$ cat src/rtl/sertx_pkg.sv
package sertx_pkg;

   typedef enum logic [2:0] {
      ST_IDLE,
      ST_START,
      ST_DATA,
      ST_PAR,
      ST_STOP
   } tx_state_e;

   // everything the shift stage needs for one frame
   typedef struct packed {
      logic [8:0] data;
      logic [3:0] nbits;
      logic       par_en;
      logic       par_bit;
      logic       stop2;
   } frame_t;

   function automatic logic [3:0] size_to_bits(input logic [2:0] code);
      case (code)
         3'b000:  return 4'd5;
         3'b001:  return 4'd6;
         3'b010:  return 4'd7;
         3'b111:  return 4'd9;
         default: return 4'd8;
      endcase
   endfunction

endpackage

$ cat src/rtl/sertx_baud.sv
module sertx_baud #(
   parameter int DIV_W    = 12,
   parameter int OVS_NORM = 16,
   parameter int OVS_FAST = 8
) (
   input  logic             clk,
   input  logic             rst_n,
   input  logic             run,
   input  logic             dbl,
   input  logic [DIV_W-1:0] div,
   output logic             bit_end
);
   localparam int CNT_W = DIV_W + $clog2(OVS_NORM) + 1;

   generate
      if (OVS_FAST < 1 || OVS_FAST > OVS_NORM) begin : g_bad_ovs
         $error("sertx_baud: OVS_FAST must lie in 1..OVS_NORM");
      end
   endgenerate

   logic [CNT_W-1:0] div_p1;
   logic [CNT_W-1:0] period;
   logic [CNT_W-1:0] cnt;

   assign div_p1  = CNT_W'(div) + CNT_W'(1);
   assign period  = dbl ? div_p1 * CNT_W'(OVS_FAST) : div_p1 * CNT_W'(OVS_NORM);
   assign bit_end = run && (cnt == period - CNT_W'(1));

   always_ff @(posedge clk or negedge rst_n) begin
      if (!rst_n)
         cnt <= '0;
      else if (!run || bit_end)
         cnt <= '0;
      else
         cnt <= cnt + CNT_W'(1);
   end

endmodule

$ cat src/rtl/sertx_hold.sv
module sertx_hold (
   input  logic       clk,
   input  logic       rst_n,
   input  logic       tx_en,
   input  logic       wr_stb,
   input  logic [7:0] wr_data,
   input  logic       wr_bit9,
   input  logic       take,
   output logic       full,
   output logic       accept,
   output logic [8:0] data9
);
   assign accept = tx_en && wr_stb && !full;

   always_ff @(posedge clk or negedge rst_n) begin
      if (!rst_n) begin
         full  <= 1'b0;
         data9 <= '0;
      end else if (!tx_en) begin
         full <= 1'b0;
      end else if (accept) begin
         full  <= 1'b1;
         data9 <= {wr_bit9, wr_data};
      end else if (take) begin
         full <= 1'b0;
      end
   end

endmodule

$ cat src/rtl/sertx_shift.sv
module sertx_shift
   import sertx_pkg::*;
(
   input  logic   clk,
   input  logic   rst_n,
   input  logic   tx_en,
   input  logic   bit_end,
   input  logic   load,
   input  frame_t ld_frame,
   output logic   txd,
   output logic   busy,
   output logic   avail,
   output logic   frame_end
);
   tx_state_e  state;
   logic [8:0] sh;
   logic [3:0] cnt;
   frame_t     fr_q;

   assign busy      = (state != ST_IDLE);
   assign frame_end = (state == ST_STOP) && bit_end && (cnt == 4'd0);
   assign avail     = (state == ST_IDLE) || frame_end;

   always_ff @(posedge clk or negedge rst_n) begin
      if (!rst_n) begin
         state <= ST_IDLE;
         txd   <= 1'b1;
         sh    <= '0;
         cnt   <= '0;
         fr_q  <= '0;
      end else if (!tx_en) begin
         state <= ST_IDLE;
         txd   <= 1'b1;
      end else begin
         case (state)
            ST_IDLE: begin
               if (load) begin
                  state <= ST_START;
                  txd   <= 1'b0;
                  fr_q  <= ld_frame;
                  sh    <= ld_frame.data;
               end
            end
            ST_START: begin
               if (bit_end) begin
                  state <= ST_DATA;
                  txd   <= sh[0];
                  sh    <= sh >> 1;
                  cnt   <= fr_q.nbits - 4'd1;
               end
            end
            ST_DATA: begin
               if (bit_end) begin
                  if (cnt != 4'd0) begin
                     txd <= sh[0];
                     sh  <= sh >> 1;
                     cnt <= cnt - 4'd1;
                  end else if (fr_q.par_en) begin
                     state <= ST_PAR;
                     txd   <= fr_q.par_bit;
                  end else begin
                     state <= ST_STOP;
                     txd   <= 1'b1;
                     cnt   <= fr_q.stop2 ? 4'd1 : 4'd0;
                  end
               end
            end
            ST_PAR: begin
               if (bit_end) begin
                  state <= ST_STOP;
                  txd   <= 1'b1;
                  cnt   <= fr_q.stop2 ? 4'd1 : 4'd0;
               end
            end
            ST_STOP: begin
               if (bit_end) begin
                  if (cnt != 4'd0) begin
                     cnt <= cnt - 4'd1;
                  end else if (load) begin
                     state <= ST_START;
                     txd   <= 1'b0;
                     fr_q  <= ld_frame;
                     sh    <= ld_frame.data;
                  end else begin
                     state <= ST_IDLE;
                     txd   <= 1'b1;
                  end
               end
            end
            default: begin
               state <= ST_IDLE;
               txd   <= 1'b1;
            end
         endcase
      end
   end

endmodule

$ cat src/rtl/sertx_top.sv
module sertx_top
   import sertx_pkg::*;
#(
   parameter int DIV_W    = 12,
   parameter int OVS_NORM = 16,
   parameter int OVS_FAST = 8
) (
   input  logic             clk,
   input  logic             rst_n,
   input  logic [DIV_W-1:0] baud_div,
   input  logic             dbl_speed,
   input  logic [2:0]       char_size,
   input  logic [1:0]       par_mode,
   input  logic             two_stop,
   input  logic             tx_en,
   input  logic             wr_stb,
   input  logic [7:0]       wr_data,
   input  logic             bit9,
   input  logic             clr_done,
   output logic             txd,
   output logic             hold_empty,
   output logic             tx_done
);
   localparam int CHAR_MAX = 9;

   generate
      if (DIV_W < 1 || DIV_W > 16) begin : g_bad_div
         $error("sertx_top: DIV_W must lie in 1..16");
      end
   endgenerate

   logic             hold_full;
   logic             accept;
   logic [8:0]       hold_data;
   logic             load;
   logic             busy;
   logic             avail;
   logic             frame_end;
   logic             bit_end;
   logic [3:0]       nbits;
   logic [CHAR_MAX-1:0] keep_mask;
   frame_t           next_frame;

   assign nbits = size_to_bits(char_size);

   // one mask bit per data position that belongs to the character
   genvar gi;
   generate
      for (gi = 0; gi < CHAR_MAX; gi++) begin : g_mask
         assign keep_mask[gi] = (4'(gi) < nbits);
      end
   endgenerate

   always_comb begin
      next_frame.data    = hold_data & keep_mask;
      next_frame.nbits   = nbits;
      next_frame.par_en  = par_mode[1];
      next_frame.par_bit = (^(hold_data & keep_mask)) ^ par_mode[0];
      next_frame.stop2   = two_stop;
   end

   assign load       = avail && hold_full && tx_en;
   assign hold_empty = !hold_full;

   sertx_hold u_hold (
      .clk     (clk),
      .rst_n   (rst_n),
      .tx_en   (tx_en),
      .wr_stb  (wr_stb),
      .wr_data (wr_data),
      .wr_bit9 (bit9),
      .take    (load),
      .full    (hold_full),
      .accept  (accept),
      .data9   (hold_data)
   );

   sertx_baud #(
      .DIV_W    (DIV_W),
      .OVS_NORM (OVS_NORM),
      .OVS_FAST (OVS_FAST)
   ) u_baud (
      .clk     (clk),
      .rst_n   (rst_n),
      .run     (busy),
      .dbl     (dbl_speed),
      .div     (baud_div),
      .bit_end (bit_end)
   );

   sertx_shift u_shift (
      .clk       (clk),
      .rst_n     (rst_n),
      .tx_en     (tx_en),
      .bit_end   (bit_end),
      .load      (load),
      .ld_frame  (next_frame),
      .txd       (txd),
      .busy      (busy),
      .avail     (avail),
      .frame_end (frame_end)
   );

   always_ff @(posedge clk or negedge rst_n) begin
      if (!rst_n)
         tx_done <= 1'b0;
      else if (clr_done || accept)
         tx_done <= 1'b0;
      else if (frame_end && !load)
         tx_done <= 1'b1;
   end

endmodule

$ cat config.mk
export PLATFORM = sky130hd
export DESIGN_NAME = sertx_top
export DESIGN_NICKNAME = d
export VERILOG_FILES = /design/src/rtl/sertx_pkg.sv /design/src/rtl/sertx_baud.sv /design/src/rtl/sertx_hold.sv /design/src/rtl/sertx_shift.sv /design/src/rtl/sertx_top.sv
export SDC_FILE = /design/constraint.sdc
export NUM_CORES = 1
export LEC_CHECK = 0
export BUFFER_PORTS_ARGS = -buffer_cell sky130_fd_sc_hd__buf_2
export CAP_MARGIN = 30
export CELL_PAD_IN_SITES_DETAIL_PLACEMENT = 2
export CELL_PAD_IN_SITES_GLOBAL_PLACEMENT = 2
export CORE_ASPECT_RATIO = 0.8
export CORE_MARGIN = 2
export CORE_UTILIZATION = 40
export CTS_CLUSTER_SIZE = 40
export DETAILED_ROUTE_END_ITERATION = 10
export GPL_ROUTABILITY_DRIVEN = 0
export PLACE_DENSITY = 0.81
export SYNTH_ARGS = -nofsm -noshare
export SYNTH_HDL_FRONTEND = slang
export SYNTH_SLANG_ARGS = --single-unit
$ cat constraint.sdc
create_clock -name clk -period 6.43 [get_ports clk]
set_input_delay 0.9645 -clock clk [delete_from_list [all_inputs] [get_ports clk]]
set_output_delay 0.9645 -clock clk [all_outputs]
set_load 0.02 [all_outputs]
# --- Word-level counts from Yosys, hierarchy flattened ---
# Cells that the tools add are included.
word_totals:
  word_cells: 132
  inputBits: 33
  output_inout_bits: 3
  ff_bits: 61
op_classes:
  order_cmp: 9
  n_eq_ne: 24
  n_bitwise: 2
  n_reduce_logical: 30
  muxes: 49
  add_sub_neg: 5
ops:
  columns: ["op", "n"]
  rows:
  - ["$mux W9", 6]
  - ["$mux W16", 3]
  - ["$pmux W9 S4", 1]
  - ["$mux W17", 2]
  - ["$pmux W16 S2", 1]
  - ["$pmux W4 S4", 2]
  - ["$mux W4", 7]
  - ["$mux W3", 9]
  - ["$ne A3 B3 Y1 const B", 8]
  - ["$add A17 B1 Y17 const B", 1]
  - ["$eq A17 B17 Y1", 1]
  - ["$sub A17 B1 Y17 const B", 1]
  - ["$lt A3 B4 Y1 const A", 4]
  - ["$mux W1", 16]
  - ["$pmux W3 S5", 1]
  - ["$reduce_and A7 Y1", 2]
  - ["$add A12 B1 Y13 const B", 1]
  - ["$ne A2 B2 Y1 const B", 6]
  - ["$reduce_bool A4 Y1", 3]
  - ["$and A9 B9 Y9", 1]
  - ["$eq A3 B2 Y1 const B", 3]
  - ["$reduce_xor A9 Y1", 1]
  - ["$logic_and A1 B1 Y1", 8]
  - ["$lt A1 B4 Y1 const A", 2]
  - ["other kinds (19)", 29]

# --- Depth between registers and ports, before layout ---
logic_depth:
  ltp_word: 15
  ltp_mapped: 15
  mapped_depth_nobuf: 11

# --- Cells and area by module ---
# Synthesis repeated with hierarchy kept, for this count alone.
hier_totals:
  hier_cells: 471
  area_unflattened_um2: 4300.4
modules_own_cells:
  columns: ["module", "area_per_inst_um2", "cells_per_inst", "seq_area_each_um2", "n_inst"]
  rows:
  - ["sertx_baud", 2077.0, 269, 425.4, 1]
  - ["sertx_shift", 1537.7, 144, 601.8, 1]
  - ["sertx_hold", 444.2, 25, 250.2, 1]
  - ["sertx_top", 241.5, 33, 25.0, 1]

# --- Worst setup path after synthesis ---
# OpenSTA, ideal clock, no wires.
synth_path:
  path_type: "input to register"
  from: "input baud_div[0]"
  to: "register u_shift.fr_q[0] (netlist name)"
  t_arrival_ns: 4.211
  setup_ns: 0.128
  path_slack_ns: 2.092
  stages: 12
  n_path_buf: 1
  t_required_ns: 6.302
  cell_sequence: "ha_1 -> or4b_4 -> o32ai_4 -> o211ai_4 -> o31ai_1 -> a211oi_1 -> a311o_1 -> or4_4 -> buf_6 -> o31ai_4 -> nand4_4 -> mux2_1"
synth_via:
  elab_chain_len: 14
  word_cells_on_any_way: 16
  cone_classes: "add/sub: 2; eq/ne: 2; mux: 5; reduce/logical: 7"
synth_rtl:
  columns: ["element", "line_no", "source"]
  rows:
  - ["from (decl)", "sertx_top.sv:10", "input logic [DIV_W-1:0] baud_div,"]
  - ["$add A12 B1 Y13 *", "sertx_baud.sv:25", "assign div_p1 = CNT_W'(div) + CNT_W'(1);"]
  - ["$mux W17 *", "sertx_baud.sv:26", "assign period = dbl ? div_p1 * CNT_W'(OVS_FAST) : div_p1 * CNT_W'(OVS_NORM);"]
  - ["$sub A17 B1 Y17 *", "sertx_baud.sv:27", "assign bit_end = run && (cnt == period - CNT_W'(1));"]
  - ["$eq A17 B17 Y1 *", "sertx_baud.sv:27", null]
  - ["$logic_and A1 B1 Y1 *", "sertx_baud.sv:27", null]
  - ["$logic_and A1 B1 Y1 (2 in a row)", "sertx_shift.sv:21", "assign frame_end = (state == ST_STOP) && bit_end && (cnt == 4'd0);"]
  - ["$logic_or A1 B1 Y1", "sertx_shift.sv:22", "assign avail = (state == ST_IDLE) || frame_end;"]
  - ["$logic_and A1 B1 Y1 (2 in a row)", "sertx_top.sv:62", "assign load = avail && hold_full && tx_en;"]
  - ["$mux W16 (3 in a row)", null, null]
  - ["$pmux W16 S2", null, null]
  - ["to (signal assigned)", "sertx_shift.sv:40", "fr_q <= ld_frame;"]
  - ["to (signal assigned)", "sertx_shift.sv:82", "fr_q <= ld_frame;"]
  - ["to (decl)", "sertx_shift.sv:18", "frame_t fr_q;"]
# Every way passes the cells marked *; elsewhere a longest branch is shown, timed or not. The select of a mux whose other input is x is not followed.
# A chain may end at the register's enable or synchronous reset.

# --- Final worst setup path ---
layout_path:
  from: "input baud_div[0]"
  to: "register u_shift.sh[2]"
layout_via:
  elab_chain_len: 14
  word_cells_on_any_way: 18
  cone_classes: "add/sub: 2; eq/ne: 4; mux: 5; reduce/logical: 7"
layout_rtl:
  columns: ["element", "line_no", "source"]
  rows:
  - ["$add A12 B1 Y13 *", "sertx_baud.sv:25", null]
  - ["$mux W17 *", "sertx_baud.sv:26", null]
  - ["$sub A17 B1 Y17 *", "sertx_baud.sv:27", null]
  - ["$eq A17 B17 Y1 *", "sertx_baud.sv:27", null]
  - ["$logic_and A1 B1 Y1 *", "sertx_baud.sv:27", null]
  - ["$logic_and A1 B1 Y1 (2 in a row)", "sertx_shift.sv:21", null]
  - ["$logic_or A1 B1 Y1", "sertx_shift.sv:22", null]
  - ["$logic_and A1 B1 Y1 (2 in a row)", "sertx_top.sv:62", null]
  - ["$mux W9 (3 in a row)", null, null]
  - ["$pmux W9 S4", null, null]
  - ["to (signal assigned)", "sertx_shift.sv:41", "sh <= ld_frame.data;"]
  - ["to (signal assigned)", "sertx_shift.sv:48", "sh <= sh >> 1;"]
  - ["to (signal assigned)", "sertx_shift.sv:56", "sh <= sh >> 1;"]
  - ["to (decl)", "sertx_shift.sv:16", "logic [8:0] sh;"]
# Marked as above.

==> flow_metrics.py <==
metrics = {
    "outcome": {
        "status": "finished clean",
    },
    "route": {
        "finalWirelength_um": 12100,
        "vias": 3627,
        "dr.pass1.iters": 4,
        "antenna_left": 0,
        "viasPerCell": 5.81,
        "wl_per_cell_um": 19.4,
        "drc": 0,
        "drt_first_iter_violations": 80,
    },
    "floorplan": {
        "start_util_pct": 40.6,
        "io_pins": 36,
        "coreArea_mm2": 0.0102,
        "rows": 33,
        "die_w_um": 118,
        "die_h_um": 94.8,
        "die_area_mm2": 0.0111,
    },
    "placement": {
        "pre_cts_ws_ps": 1470,
        "port_buffers": 35,
        "postPlaceCellArea_mm2": 0.00433,
        "hpwlAfterDp_um": 8810,
    },
    "logic_synthesis": {
        "yosysWarnings": 0,
        "synth_area_leaders": "dfrtp_1 (31%), mux2_2 (7.1%), xnor2_1 (5.9%)",
        "synth-seq-cells": 52,
        "yosys.area.top_type": "dfrtp_1",
        "avgSynthCellArea_um2": 8.77,
        "synthTopCellsByCount": "dfrtp_1 (51), nor2_1 (41), nand2_1 (31)",
        "yosysMostFrequentCell": "dfrtp_1",
        "ys.flop_type": "dfrtp_1",
        "synth_top_area_share_pct": 31.0,
        "synth_edf_count": 0,
        "synth_cell_types": 74,
        "syn-num-nets": 508,
        "syn-cell-area_mm2": 0.00412,
        "async_flop_share_pct": 100,
        "synth_cells": 470,
        "yosysSeqAreaShare_pct": 31.6,
    },
    "timing": {
        "setup_ws_ps": 1790,
        "fmax_mhz": 215,
        "finClkSkew_ps": 6.59,
        "period_share_pct": 72.2,
        "setup_viol": 0,
        "finalMaxSlewViolations": 0,
        "min_period_ps": 4640,
        "worst_pin_slew_ps": 813,
        "slew_headroom_pct": 45.6,
        "rsz0062_at_grt": "no",
        "hold_viol": 0,
        "fin_setup_tns_ps": 0,
    },
    "cts": {
        "htree_num_levels": 2,
        "cts_buffers": 5,
        "clk_pin_slew_ps": 70,
        "cts-root-buf": "clkbuf_16",
        "tritoncts": "done",
        "cts.sinks": 52,
        "cts-resized-gates": 0,
        "cts_setup_buffers": 0,
        "cts_buffer_depth": 2,
        "clk_latency_ps": 290,
        "cts_hold_buf": 0,
    },
    "worst_hold_path": {
        "hold_path_class": "reg2reg",
    },
    "worst_setup_path": {
        "crit_path_max_fanout": 10,
        "critPathKind": "in2reg",
        "cp-start-kind": "input pin",
        "cp.required_ps": 6600,
        "setup.worst_path.end_class": "register",
        "arrival_ps": 4820,
    },
    "global_routing": {
        "antenna_found_initial": 0,
        "grt_pass1_vias": 3875,
        "gr-usage-all-layers_pct": 22.4,
        "grt_pass1_wl_um": 20200,
        "grt-ovfl-total": 0,
        "grt_start_max_net_pins": 53,
    },
    "final_layout": {
        "num_antenna_cells": 0,
        "fin_area_mm2": 0.00448,
        "syn2layout_area_growth_pct": 8.65,
        "nNetsFinal": 521,
        "drive_gt1_share_pct": 17.8,
        "utilization_pct": 44.1,
        "fillers": 1144,
    },
    "pwr": {
        "power_density_mw_per_mm2": 253,
        "irDropWorstVdd_mv": 0.141,
        "leakage_nw": 1.74,
        "finalPower_mw": 1.13,
    },
    "run": {
        "drv_cap": 0,
    },
}
worst paths after layout:
check / depth (start not counted) / slack (ps) / to / startpoint
min reg2reg: 1 / 510 / u_shift.fr_q[0]$_DFFE_PN0P_ / u_shift.fr_q[0]$_DFFE_PN0P_
min: 1 / 510 / u_shift.fr_q[0]$_DFFE_PN0P_ / u_shift.fr_q[0]$_DFFE_PN0P_
max: 12 / 1790 / u_shift.sh[2]$_DFFE_PN0P_ / baud_div[0]
max reg2reg: 9 / 3140 / u_shift.fr_q[2]$_DFFE_PN0P_ / u_baud.cnt[8]$_DFF_PN0_
max in group asynchronous: 2 / 5170 / u_hold.data9[6]$_DFFE_PN0P_ / rst_n
min in group asynchronous: 2 / 790 / u_shift.state[2]$_DFFE_PN0P_ / rst_n
kinds of logic (layout without fill, tap and decap cells):
group | Yosys count | count (layout) | share of synthesized area (%)
AND/OR/NAND/NOR | 177 | 177 | 22.8
multiplexers | 40 | 40 | 10.6
AO/OA/AOI/OAI | 101 | 101 | 18.2
flip-flops | 52 | 52 | 31.6
XOR/XNOR | 45 | 45 | 9.56
buffers and inverters | 49 | 63 | 5.49
adder cells (fa/ha/maj) | 6 | 6 | 1.76
stage by stage:
| stage | std cells | hold WS (ps) |
|---|---|---|
| floorplan | 470 | 448 |
| global placement | 616 | 468 |
| detailed placement | 616 | 493 |
| CTS | 624 | 509 |
| global route | 624 | 526 |
| finish | 624 | 505 |
power breakdown:
part / switching (mW) / internal, mW / leakage, nW
Combinational: 0.211 / 0.185 / 1.00
Sequential: 0.0690 / 0.395 / 0.672
Clock: 0.120 / 0.155 / 0.0701
Total: 0.399 / 0.735 / 1.74
registers in the layout, summed over array words and instances (netlist names):
| signal | flops |
|---|---|
| u_baud.cnt | 17 |
| u_shift.fr_q | 7 |
| u_shift.txd | 1 |
| u_hold.data9 | 9 |
| u_hold.full | 1 |
| tx_done | 1 |
| u_shift.state | 3 |
| u_shift.cnt | 4 |
| u_shift.sh | 9 |
final cells by class:
cell class / count / area [µm²] / area share, %
well taps: 140 / 175 / 3.91
clock buffers: 7 / 143 / 3.18
inverters: 18 / 67.6 / 1.51
clock inverters: 1 / 7.51 / 0.168
flip-flops and latches: 52 / 1300 / 29.1
multi-input cells: 369 / 2590 / 57.9
repair buffers: 37 / 190 / 4.25
layout by cell type (no fill, tap or decap), drive strengths merged, types with 8 or more instances in the layout:
| cell | n |
|---|---|
| a21oi | 13 |
| buf | 37 |
| dfrtp | 51 |
| inv | 18 |
| mux2 | 30 |
| mux2i | 10 |
| nand2 | 31 |
| nand2b | 13 |
| nand3 | 24 |
| nand4 | 10 |
| nor2 | 42 |
| nor3 | 12 |
| o21ai | 29 |
| or3 | 8 |
| xnor2 | 28 |
| xor2 | 17 |
per-layer routing:
layer	wire, µm	global-route usage (%)	vias to the layer above
li1	-	-	1727
met1	5840	29.8	1855
met2	5920	39.3	34
met3	252	3.38	11
met4	117	4.02	0
met5	0	0	-
critical path, cell delays in order:
cell and delay, ps:
buf_2 160, ha_1 310, or4b_4 580, o32ai_4 190, o211ai_4 180, a2111oi_2 600
xnor2_1 180, nor3_1 70, o31ai_2 510, a211oi_2 120, o211ai_2 510, mux2_2 420
(Power assumes the default switching activity.)
